===== config.mk =====
export PLATFORM = sky130hd
export DESIGN_NAME = smul_flags_unit
export DESIGN_NICKNAME = d
export VERILOG_FILES = /design/src/rtl/smul_pkg.sv /design/src/rtl/smul_booth_row.sv /design/src/rtl/smul_accum.sv /design/src/rtl/smul_flags.sv /design/src/rtl/smul_steer.sv /design/src/rtl/smul_flags_unit.sv
export SDC_FILE = /design/constraint.sdc
export NUM_CORES = 1
export LEC_CHECK = 0
export ABC_AREA = 1
export BUFFER_PORTS_ARGS = -buffer_cell sky130_fd_sc_hd__clkbuf_2
export CAP_MARGIN = 40
export CORE_ASPECT_RATIO = 1.75
export CORE_MARGIN = 2
export CORE_UTILIZATION = 61
export DETAILED_ROUTE_END_ITERATION = 6
export PLACE_DENSITY = 0.88
export SYNTH_ARGS = -nofsm -noshare
export SYNTH_HDL_FRONTEND = slang
export SYNTH_SLANG_ARGS = --single-unit

===== constraint.sdc =====
create_clock -name vclk -period 8.35
set_input_delay 0 -clock vclk [all_inputs]
set_output_delay 0 -clock vclk [all_outputs]
set_load 0.02 [all_outputs]

===== src/rtl/smul_pkg.sv =====
package smul_pkg;

  typedef enum logic [2:0] {
    DIG_ZERO = 3'd0,
    DIG_P1   = 3'd1,
    DIG_P2   = 3'd2,
    DIG_M1   = 3'd3,
    DIG_M2   = 3'd4
  } booth_dig_e;

  typedef struct packed {
    logic n;
    logic z;
    logic v;
    logic c;
  } cc_flags_t;

  // radix-4 recoding of one overlapping bit triple {b[2i+1], b[2i], b[2i-1]}
  function automatic booth_dig_e booth_decode(input logic [2:0] trip);
    booth_dig_e d;
    unique case (trip)
      3'b000, 3'b111: d = DIG_ZERO;
      3'b001, 3'b010: d = DIG_P1;
      3'b011:         d = DIG_P2;
      3'b100:         d = DIG_M2;
      default:        d = DIG_M1;
    endcase
    return d;
  endfunction

endpackage


===== src/rtl/smul_booth_row.sv =====
module smul_booth_row
  import smul_pkg::*;
#(
  parameter int DATA_W = 16,
  parameter int ROW    = 0,
  localparam int PW    = 2 * DATA_W
) (
  input  logic [DATA_W-1:0] mcand,
  input  logic [2:0]        trip,
  output logic [PW-1:0]     row_pp
);

  booth_dig_e dig;
  logic [PW-1:0] mcand_ext;
  logic [PW-1:0] mag;
  logic [PW-1:0] signed_mag;

  assign dig       = booth_decode(trip);
  assign mcand_ext = {{DATA_W{mcand[DATA_W-1]}}, mcand};

  always_comb begin
    unique case (dig)
      DIG_P1, DIG_M1: mag = mcand_ext;
      DIG_P2, DIG_M2: mag = mcand_ext << 1;
      default:        mag = '0;
    endcase
  end

  always_comb begin
    if (dig == DIG_M1 || dig == DIG_M2) signed_mag = (~mag) + PW'(1);
    else                                signed_mag = mag;
  end

  assign row_pp = signed_mag << (2 * ROW);

endmodule


===== src/rtl/smul_accum.sv =====
module smul_accum #(
  parameter int DATA_W = 16,
  localparam int PW    = 2 * DATA_W,
  localparam int ROWS  = DATA_W / 2
) (
  input  logic [ROWS-1:0][PW-1:0] rows,
  output logic [PW-1:0]           prod
);

  logic [ROWS:0][PW-1:0] chain;

  assign chain[0] = '0;

  for (genvar r = 0; r < ROWS; r++) begin : g_add
    assign chain[r+1] = chain[r] + rows[r];
  end

  assign prod = chain[ROWS];

endmodule


===== src/rtl/smul_flags.sv =====
module smul_flags
  import smul_pkg::*;
#(
  parameter int DATA_W = 16,
  localparam int PW    = 2 * DATA_W
) (
  input  logic [PW-1:0] prod,
  output cc_flags_t     cc
);

  logic [DATA_W:0] top_bits;
  logic            fits_short;

  // a value fits the short signed range when bits PW-1..DATA_W-1 all agree
  assign top_bits   = prod[PW-1:DATA_W-1];
  assign fits_short = (&top_bits) | ~(|top_bits);

  assign cc.n = prod[PW-1];
  assign cc.z = (prod == '0);
  assign cc.v = 1'b0;
  assign cc.c = ~fits_short;

endmodule


===== src/rtl/smul_steer.sv =====
module smul_steer #(
  parameter int DATA_W = 16,
  parameter int IDX_W  = 3,
  localparam int PW    = 2 * DATA_W
) (
  input  logic              go,
  input  logic [IDX_W-1:0]  dst,
  input  logic [PW-1:0]     prod,
  output logic              hi_en,
  output logic [IDX_W-1:0]  hi_idx,
  output logic [DATA_W-1:0] hi_data,
  output logic              lo_en,
  output logic [IDX_W-1:0]  lo_idx,
  output logic [DATA_W-1:0] lo_data
);

  logic dst_odd;

  assign dst_odd = dst[0];

  assign hi_idx  = dst;
  assign hi_data = prod[PW-1:DATA_W];
  assign hi_en   = go & ~dst_odd;

  assign lo_idx  = {dst[IDX_W-1:1], 1'b1};
  assign lo_data = prod[DATA_W-1:0];
  assign lo_en   = go;

endmodule


===== src/rtl/smul_flags_unit.sv =====
module smul_flags_unit
  import smul_pkg::*;
#(
  parameter int DATA_W = 16,
  parameter int IDX_W  = 3,
  localparam int PW    = 2 * DATA_W,
  localparam int ROWS  = DATA_W / 2
) (
  input  logic              mul_go,
  input  logic [DATA_W-1:0] src_reg,
  input  logic [DATA_W-1:0] src_opd,
  input  logic [IDX_W-1:0]  dst_idx,
  output logic              hi_wr_en,
  output logic [IDX_W-1:0]  hi_wr_idx,
  output logic [DATA_W-1:0] hi_wr_data,
  output logic              lo_wr_en,
  output logic [IDX_W-1:0]  lo_wr_idx,
  output logic [DATA_W-1:0] lo_wr_data,
  output logic              flag_n,
  output logic              flag_z,
  output logic              flag_v,
  output logic              flag_c
);

  logic [DATA_W:0]         mult_ext;
  logic [ROWS-1:0][PW-1:0] pp_rows;
  logic [PW-1:0]           prod_w;
  cc_flags_t               cc_w;

  // multiplier with an implicit zero below bit 0 for the first triple
  assign mult_ext = {src_opd, 1'b0};

  for (genvar r = 0; r < ROWS; r++) begin : g_row
    smul_booth_row #(.DATA_W(DATA_W), .ROW(r)) u_row (
      .mcand  (src_reg),
      .trip   (mult_ext[2*r+2 -: 3]),
      .row_pp (pp_rows[r])
    );
  end

  smul_accum #(.DATA_W(DATA_W)) u_accum (
    .rows (pp_rows),
    .prod (prod_w)
  );

  smul_flags #(.DATA_W(DATA_W)) u_flags (
    .prod (prod_w),
    .cc   (cc_w)
  );

  smul_steer #(.DATA_W(DATA_W), .IDX_W(IDX_W)) u_steer (
    .go      (mul_go),
    .dst     (dst_idx),
    .prod    (prod_w),
    .hi_en   (hi_wr_en),
    .hi_idx  (hi_wr_idx),
    .hi_data (hi_wr_data),
    .lo_en   (lo_wr_en),
    .lo_idx  (lo_wr_idx),
    .lo_data (lo_wr_data)
  );

  assign flag_n = cc_w.n;
  assign flag_z = cc_w.z;
  assign flag_v = cc_w.v;
  assign flag_c = cc_w.c;

endmodule


==> results.py, run 1 <==
metrics = {
    "die": {
        "die_x_um": 103.7,
        "die_h_um": 178.5,
        "fp.dieArea_um2": 18510,
        "pin_count": 80,
        "rows": 63,
        "start_util": 0.6234,
        "core_area_um2": 17030,
    },
    "final_layout": {
        "diodes": 0,
        "regArea_um2": 0,
        "multiInputGateArea_um2": 8909,
        "drive_above_1_share": 0.09355,
        "nFlopsAndLatches": 0,
        "num-nets-final": 1949,
        "nClkBuffers": 0,
        "area_growth_pct": 3.289,
        "final.fill_count": 1694,
    },
    "synthesis": {
        "ys_top_cells_by_count": "nand2_1 (386), inv_1 (348), nor2_1 (174)",
        "synth-xor-area-share": 0.1106,
        "synth_compound_area_frac": 0.1036,
        "synthCells": 1698,
        "synth_top_family_by_area": "adder cells",
        "netlist-cell-type-count": 49,
        "muxShareOfSynthArea": 0,
        "synth_area_um2": 10610,
        "yosysMostFrequentCell": "nand2_1",
        "netlist_top_cells_area": "fa_1 (25%), nand2_1 (14%), inv_1 (12%), ha_1 (7.0%), nor2_1 (6.2%)",
        "yosysWarnings": 0,
        "synth_top_area_frac": 0.2471,
        "synth_simple_gate_area_frac": 0.3078,
        "syn_area_per_cell_um2": 6.251,
        "synth_area_leader_cell": "fa_1",
        "synth_fp_nets": 1924,
        "synthAdderAreaFrac": 0.3166,
        "yosysSeqAreaShare": 0,
    },
    "timing": {
        "fin_crit_ns": 7.295,
        "fmax_mhz": 137.1,
        "slew_viol_final": 0,
        "finalHoldViolCount": 0,
        "setup_violations": 0,
        "period_share": 0.8736,
        "relSlewSlack": 0.4152,
        "tightest_slew_ns": 0.8739,
        "tns_ns": 0,
        "rsz0062_at_grt": "false",
    },
    "critical_path": {
        "crit_slowest_cell": "fa_1",
        "cp_data_required_time_ns": 8.35,
        "cp_common_cell": "nand2_1",
        "worst_setup_path_start_kind": "primary input",
        "cpLargestDelayFamily": "simple AND/OR/NAND/NOR gates",
        "crit_path_max_fanout": 9,
        "arrival_ns": 7.29,
        "worst-path-buf-inv": 8,
        "slowest_delay_ns": 0.58,
        "crit_type": "in2out",
        "endpoint_kind": "output pin",
    },
    "outcome": {
        "run_status": "finished, final reports clean",
    },
    "job": {
        "drv_cap": 0,
    },
    "placement": {
        "dp_hpwl_um": 30830,
        "io_buffers": 72,
        "place_congestion": 1.108,
    },
    "global_routing": {
        "antenna_found_initial": 1,
        "grt_overflow": 0,
        "grt_max_degree": 18,
        "grt_pass1_vias": 11600,
        "grt_use_total": 0.4068,
        "grt_pass1_wl_um": 58500,
    },
    "drt": {
        "vias": 11190,
        "first_iter_violations": 752,
        "route.detailed.vias_per_inst": 5.746,
        "drc": 0,
        "wl_um": 36510,
        "firstDrtPassIters": 5,
        "antenna_left": 0,
        "wire_per_inst_um": 18.74,
    },
    "clock_network": {
        "cts.repair.resized": 0,
        "post-cts-setup-buffers": 0,
        "postCtsHoldBufs": 0,
    },
    "min_path": {
        "min_path_type": "in2out",
    },
}
final timing paths:
| kind | endpoint | cells past startpoint | slack (ns) | startpoint |
|---|---|---|---|---|
| min | hi_wr_idx[1] | 0 | 0.00002 | dst_idx[1] |
| max | flag_z | 38 | 1.06 | src_reg[0] |
metrics by stage:
step | setup slack [ns] | utilization | instance area, µm² | std cells | hold WS [ns]
after floorplan | 2.283 | - | 10610 | 1698 | 0.07979
after global placement | 1.193 | 0.6433 | 10950 | 1946 | 0.0003638
after detailed placement | 1.202 | 0.6433 | 10950 | 1946 | 0.0003638
after CTS | 1.166 | 0.6433 | 10950 | 1946 | 0.0003638
after global routing | 0.4457 | 0.6439 | 10960 | 1948 | 0.00004954
final | 1.055 | 0.6439 | 10960 | 1948 | 0.00001518
cell usage in the layout, fill, tap and decap left out, types with 7 or more instances in the layout:
cell / n
inv_2: 20
nand2_2: 29
nor2_1: 174
nand2_1: 386
a21oi_1: 52
a31oi_1: 7
o21ai_1: 13
nand4_1: 18
xnor2_1: 66
o21ai_0: 59
nor2_2: 14
inv_1: 348
o22ai_1: 26
nand3_1: 92
ha_1: 59
xor2_1: 68
nor3_1: 22
nor4_1: 7
clkbuf_2: 72
fa_1: 131
area by class of cell:
class,instances,area share
Tap cell,227,0.02591
Timing Repair Buffer,76,0.03515
Inverter,369,0.1263
Multi-Input combinational cell,1276,0.8126
metal layers:
layer	track usage	routed length (µm)
met1	0.3688	11070
met2	0.7307	17930
met3	0.07782	2695
met4	0.4285	4804
met5	0	13
cells by family (layout without fill, tap and decap cells):
| kind of cell | count (synthesis) | count (layout) |
|---|---|---|
| other | 2 | 2 |
| AOI/OAI and AO/OA | 189 | 189 |
| xor gates and xnor gates | 134 | 134 |
| and+or+nand+nor | 761 | 761 |
| buffers and inverters | 422 | 445 |
| adders and majority gates | 190 | 190 |
Power of run 1 is left out: the tool's default activity adds up to more than one toggle a clock period on the data nets, which glitch-free logic cannot reach.
==> run 2: changes to the inputs <==
==> constraint.sdc (replaced) <==
create_clock -name vclk -period 8.35
set_input_delay 0 -clock vclk [all_inputs]
set_output_delay 0 -clock vclk [all_outputs]
set_load 0.01 [all_outputs]
==> run 2 against run 1 <==
Count of clock-buffer cells in the layout is the same; wire length increased by 0.18%; final area hardly changed; via count shrank 0.44%; sequential share of layout area is the same; fmax decreased by 0.11%; core utilization hardly changed; setup slack lost 0.0079 ns; worst hold slack about the same.
==> results.py, run 2 (synthesis results as in run 1) <==
metrics = {
    "outcome": {
        "run_status": "finished, final reports clean",
    },
    "global_routing": {
        "grt_max_degree": 18,
        "grt_overflow": 0,
        "grt_use_total": 0.4074,
        "antenna_found_initial": 0,
        "grt_use_met3": 0.05700,
        "grt_pass1_wl_um": 58440,
        "grt_pass1_vias": 11460,
        "gr-max-usage-layer": "met2",
        "grt.met1_usage": 0.3777,
        "grt_use_met2": 0.7417,
    },
    "critical_path": {
        "arrival_ns": 7.30,
        "worst_setup_path_start_kind": "primary input",
        "crit_path_max_fanout": 9,
        "cp_data_required_time_ns": 8.35,
        "crit_type": "in2out",
        "cp_common_cell": "nand2_1",
        "endpoint_kind": "output pin",
        "slowest_delay_ns": 0.59,
        "crit_slowest_cell": "fa_1",
    },
    "timing": {
        "tns_ns": 0,
        "relSlewSlack": 0.4402,
        "period_share": 0.8745,
        "setup_violations": 0,
        "slew_viol_final": 0,
        "finalHoldViolCount": 0,
        "tightest_slew_ns": 0.8309,
        "fin_crit_ns": 7.302,
        "fmax_mhz": 136.9,
        "rsz0062_at_grt": "false",
    },
    "final_layout": {
        "area_growth_pct": 3.312,
        "multiInputGateArea_um2": 8909,
        "diodes": 0,
        "num-nets-final": 1949,
        "final.fill_count": 1720,
        "layout.cells.most_common_list": "nand2_1 (386), inv_1 (348), nor2_1 (174)",
        "finalNonFillerCells": 1948,
        "drive_above_1_share": 0.09355,
        "nClkBuffers": 0,
        "final_common_cell": "nand2_1",
        "nFlopsAndLatches": 0,
        "regArea_um2": 0,
    },
    "placement": {
        "place_congestion": 1.087,
        "dp_hpwl_um": 30960,
        "dp_cells": 1947,
        "io_buffers": 72,
    },
    "drt": {
        "wire_per_inst_um": 18.78,
        "vias": 11150,
        "wl_um": 36570,
        "antenna_left": 0,
        "drc": 0,
        "route.detailed.vias_per_inst": 5.721,
        "firstDrtPassIters": 6,
        "first_iter_violations": 779,
    },
    "die": {
        "start_util": 0.6234,
        "die_x_um": 103.7,
        "fp.dieArea_um2": 18510,
        "pin_count": 80,
        "rows": 63,
        "core_area_um2": 17030,
        "die_h_um": 178.5,
    },
    "job": {
        "drv_cap": 0,
    },
    "clock_network": {
        "postCtsHoldBufs": 0,
        "cts.repair.resized": 0,
        "post-cts-setup-buffers": 0,
    },
    "min_path": {
        "min_path_type": "in2out",
    },
}
==> run 2: cell counts in the layout (fill, tap and decap cells not counted) <==
No cell type changed its count.
==> run 2: worst max-delay path, delay by kind of cell <==
family	cells	cell delay [ns]
buffers and inverters	8	1.15
adder cells (fa/ha/maj)	6	2.68
XOR/XNOR	1	0.17
AO/OA/AOI/OAI	1	0.09
AND/OR/NAND/NOR	22	3.19
==> run 2: cell type report <==
type / count / area share
multi-input combinational: 1276 / 0.8124
inverter: 369 / 0.1263
timing repair buffer: 76 / 0.03537
tap: 227 / 0.02590
==> run 2: path summary, 6_finish.rpt <==
path / from / endpoint / slack (ns) / cells after the start
worst max-delay path: src_reg[0] / flag_z / 1.05 / 38
worst min-delay path: dst_idx[1] / hi_wr_idx[1] / 0.000008 / 0
==> run 2: stage by stage <==
| step | hold slack (ns) | instance area, µm² | util | setup WS, ns |
|---|---|---|---|---|
| 4_1_cts | 0.0001833 | 10960 | 0.6437 | 1.191 |
| 5_1_grt | 0.00002612 | 10970 | 0.6440 | 0.4457 |
| 2_1_floorplan | 0.04753 | 10610 | - | 2.489 |
| 3_5_place_dp | 0.0001833 | 10960 | 0.6437 | 1.217 |
| 6_report | 0.000007667 | 10970 | 0.6440 | 1.048 |
| 3_3_place_gp | 0.0001833 | 10960 | 0.6437 | 1.264 |
==> run 2: metal layers <==
| metal | vias up | wire, µm |
|---|---|---|
| met4 | 0 | 4900 |
| met2 | 538 | 17980 |
| met1 | 5121 | 11400 |
| li1 | 5218 | - |
| met3 | 268 | 2293 |
| met5 | - | 0 |
Power of run 2 is left out for the same reason.
==> run 3: changes to the inputs <==
--- a/config.mk
+++ b/config.mk
@@ -13,6 +13,7 @@
 export CORE_UTILIZATION = 61
 export DETAILED_ROUTE_END_ITERATION = 6
 export PLACE_DENSITY = 0.88
+export REMOVE_ABC_BUFFERS = 1
 export SYNTH_ARGS = -nofsm -noshare
 export SYNTH_HDL_FRONTEND = slang
 export SYNTH_SLANG_ARGS = --single-unit
==> run 3 against run 2 <==
Sequential share of layout area unchanged; via count up 1.0%; the run now ends with design-rule violations left; fmax up 0.14%; count of clock-buffer cells in the layout unchanged; setup slack better by 0.010 ns; worst hold slack about the same; core utilization about the same; critical endpoint unchanged; sequential cell count unchanged; cell count unchanged; global-route usage up 1.1 points; non-clock buffer count unchanged.
==> results.py, run 3 (synthesis results as in run 1) <==
metrics = {
    "outcome": {
        "run_status": "complete, but fails checks",
        "violations": "design-rule violations",
    },
    "critical_path": {
        "crit_type": "in2out",
        "slowest_delay_ns": 0.56,
        "cp_common_cell": "nand2_1",
        "crit_path_max_fanout": 16,
        "arrival_ns": 7.29,
        "worst_setup_path_start_kind": "primary input",
        "crit_slowest_cell": "fa_1",
        "endpoint_kind": "output pin",
        "cp_data_required_time_ns": 8.35,
    },
    "global_routing": {
        "grt_pass1_wl_um": 59600,
        "grt_use_total": 0.4186,
        "grt_pass1_vias": 11530,
        "grt_overflow": 0,
        "grt_max_degree": 18,
        "antenna_found_initial": 0,
    },
    "job": {
        "drv_cap": 0,
    },
    "placement": {
        "placed_cell_area_um2": 10950,
        "io_buffers": 72,
        "dp_hpwl_um": 31120,
        "place_congestion": 1.118,
    },
    "final_layout": {
        "layout.cells.most_common_list": "nand2_1 (386), inv_1 (348), nor2_1 (174)",
        "diodes": 0,
        "area_growth_pct": 3.289,
        "final.fill_count": 1674,
        "multiInputGateArea_um2": 8909,
        "nFlopsAndLatches": 0,
        "drive_above_1_share": 0.09355,
        "final_common_cell": "nand2_1",
        "num-nets-final": 1949,
        "nClkBuffers": 0,
        "finish.instance_area_um2": 10960,
        "regArea_um2": 0,
    },
    "clock_network": {
        "post-cts-setup-buffers": 0,
        "postCtsHoldBufs": 0,
        "cts.repair.resized": 0,
    },
    "drt": {
        "route.detailed.vias_per_inst": 5.779,
        "wire_per_inst_um": 19.24,
        "firstDrtPassIters": 7,
        "wl_um": 37480,
        "first_iter_violations": 784,
        "antenna_left": 0,
        "drc": 2,
        "vias": 11260,
    },
    "timing": {
        "fmax_mhz": 137.1,
        "setup_violations": 0,
        "period_share": 0.8733,
        "holdWs_ns": 0.0001361,
        "fin_crit_ns": 7.292,
        "slew_viol_final": 0,
        "relSlewSlack": 0.4111,
        "finalHoldViolCount": 0,
        "rsz0062_at_grt": "false",
        "tns_ns": 0,
        "tightest_slew_ns": 0.8753,
    },
    "die": {
        "pin_count": 80,
        "core_area_um2": 17030,
        "fp.dieArea_um2": 18510,
        "die_x_um": 103.7,
        "die_h_um": 178.5,
        "rows": 63,
        "start_util": 0.6234,
    },
    "min_path": {
        "min_path_type": "in2out",
    },
}
run 3: final timing paths:
check       start            to  slack, ns  cells past startpoint
min    dst_idx[1]  hi_wr_idx[1]     0.0001                      0
max    src_opd[1]        flag_z       1.06                     39
run 3: area by class of cell:
cell class	count	share of cell area
repair buffers	76	0.03515
well taps	227	0.02591
inverters	369	0.1263
multi-input cells	1276	0.8126
run 3: worst max-delay path, delay by kind of cell:
kind                     cells  cell delay [ns]
AO/OA/AOI/OAI                3             0.79
adder cells (fa/ha/maj)      6             2.77
buffers and inverters        9             1.15
AND/OR/NAND/NOR             21             2.57
run 3: metrics by stage:
step	util	instances	setup slack, ns
after floorplan	-	1645	2.478
after global placement	0.6429	1945	1.318
after detailed placement	0.6429	1945	1.211
after CTS	0.6429	1945	1.198
after global routing	0.6439	1948	0.4570
final	0.6439	1948	1.058
run 3: layer usage:
layer,up-vias,global-route usage,wire length (µm),part of all wire
li1,5226,-,-,-
met1,5160,0.3838,11380,0.30
met2,603,0.7508,18400,0.49
met3,269,0.09828,3088,0.082
met4,0,0.4054,4617,0.12
met5,-,0,0,0
Power of run 3 is left out for the same reason.
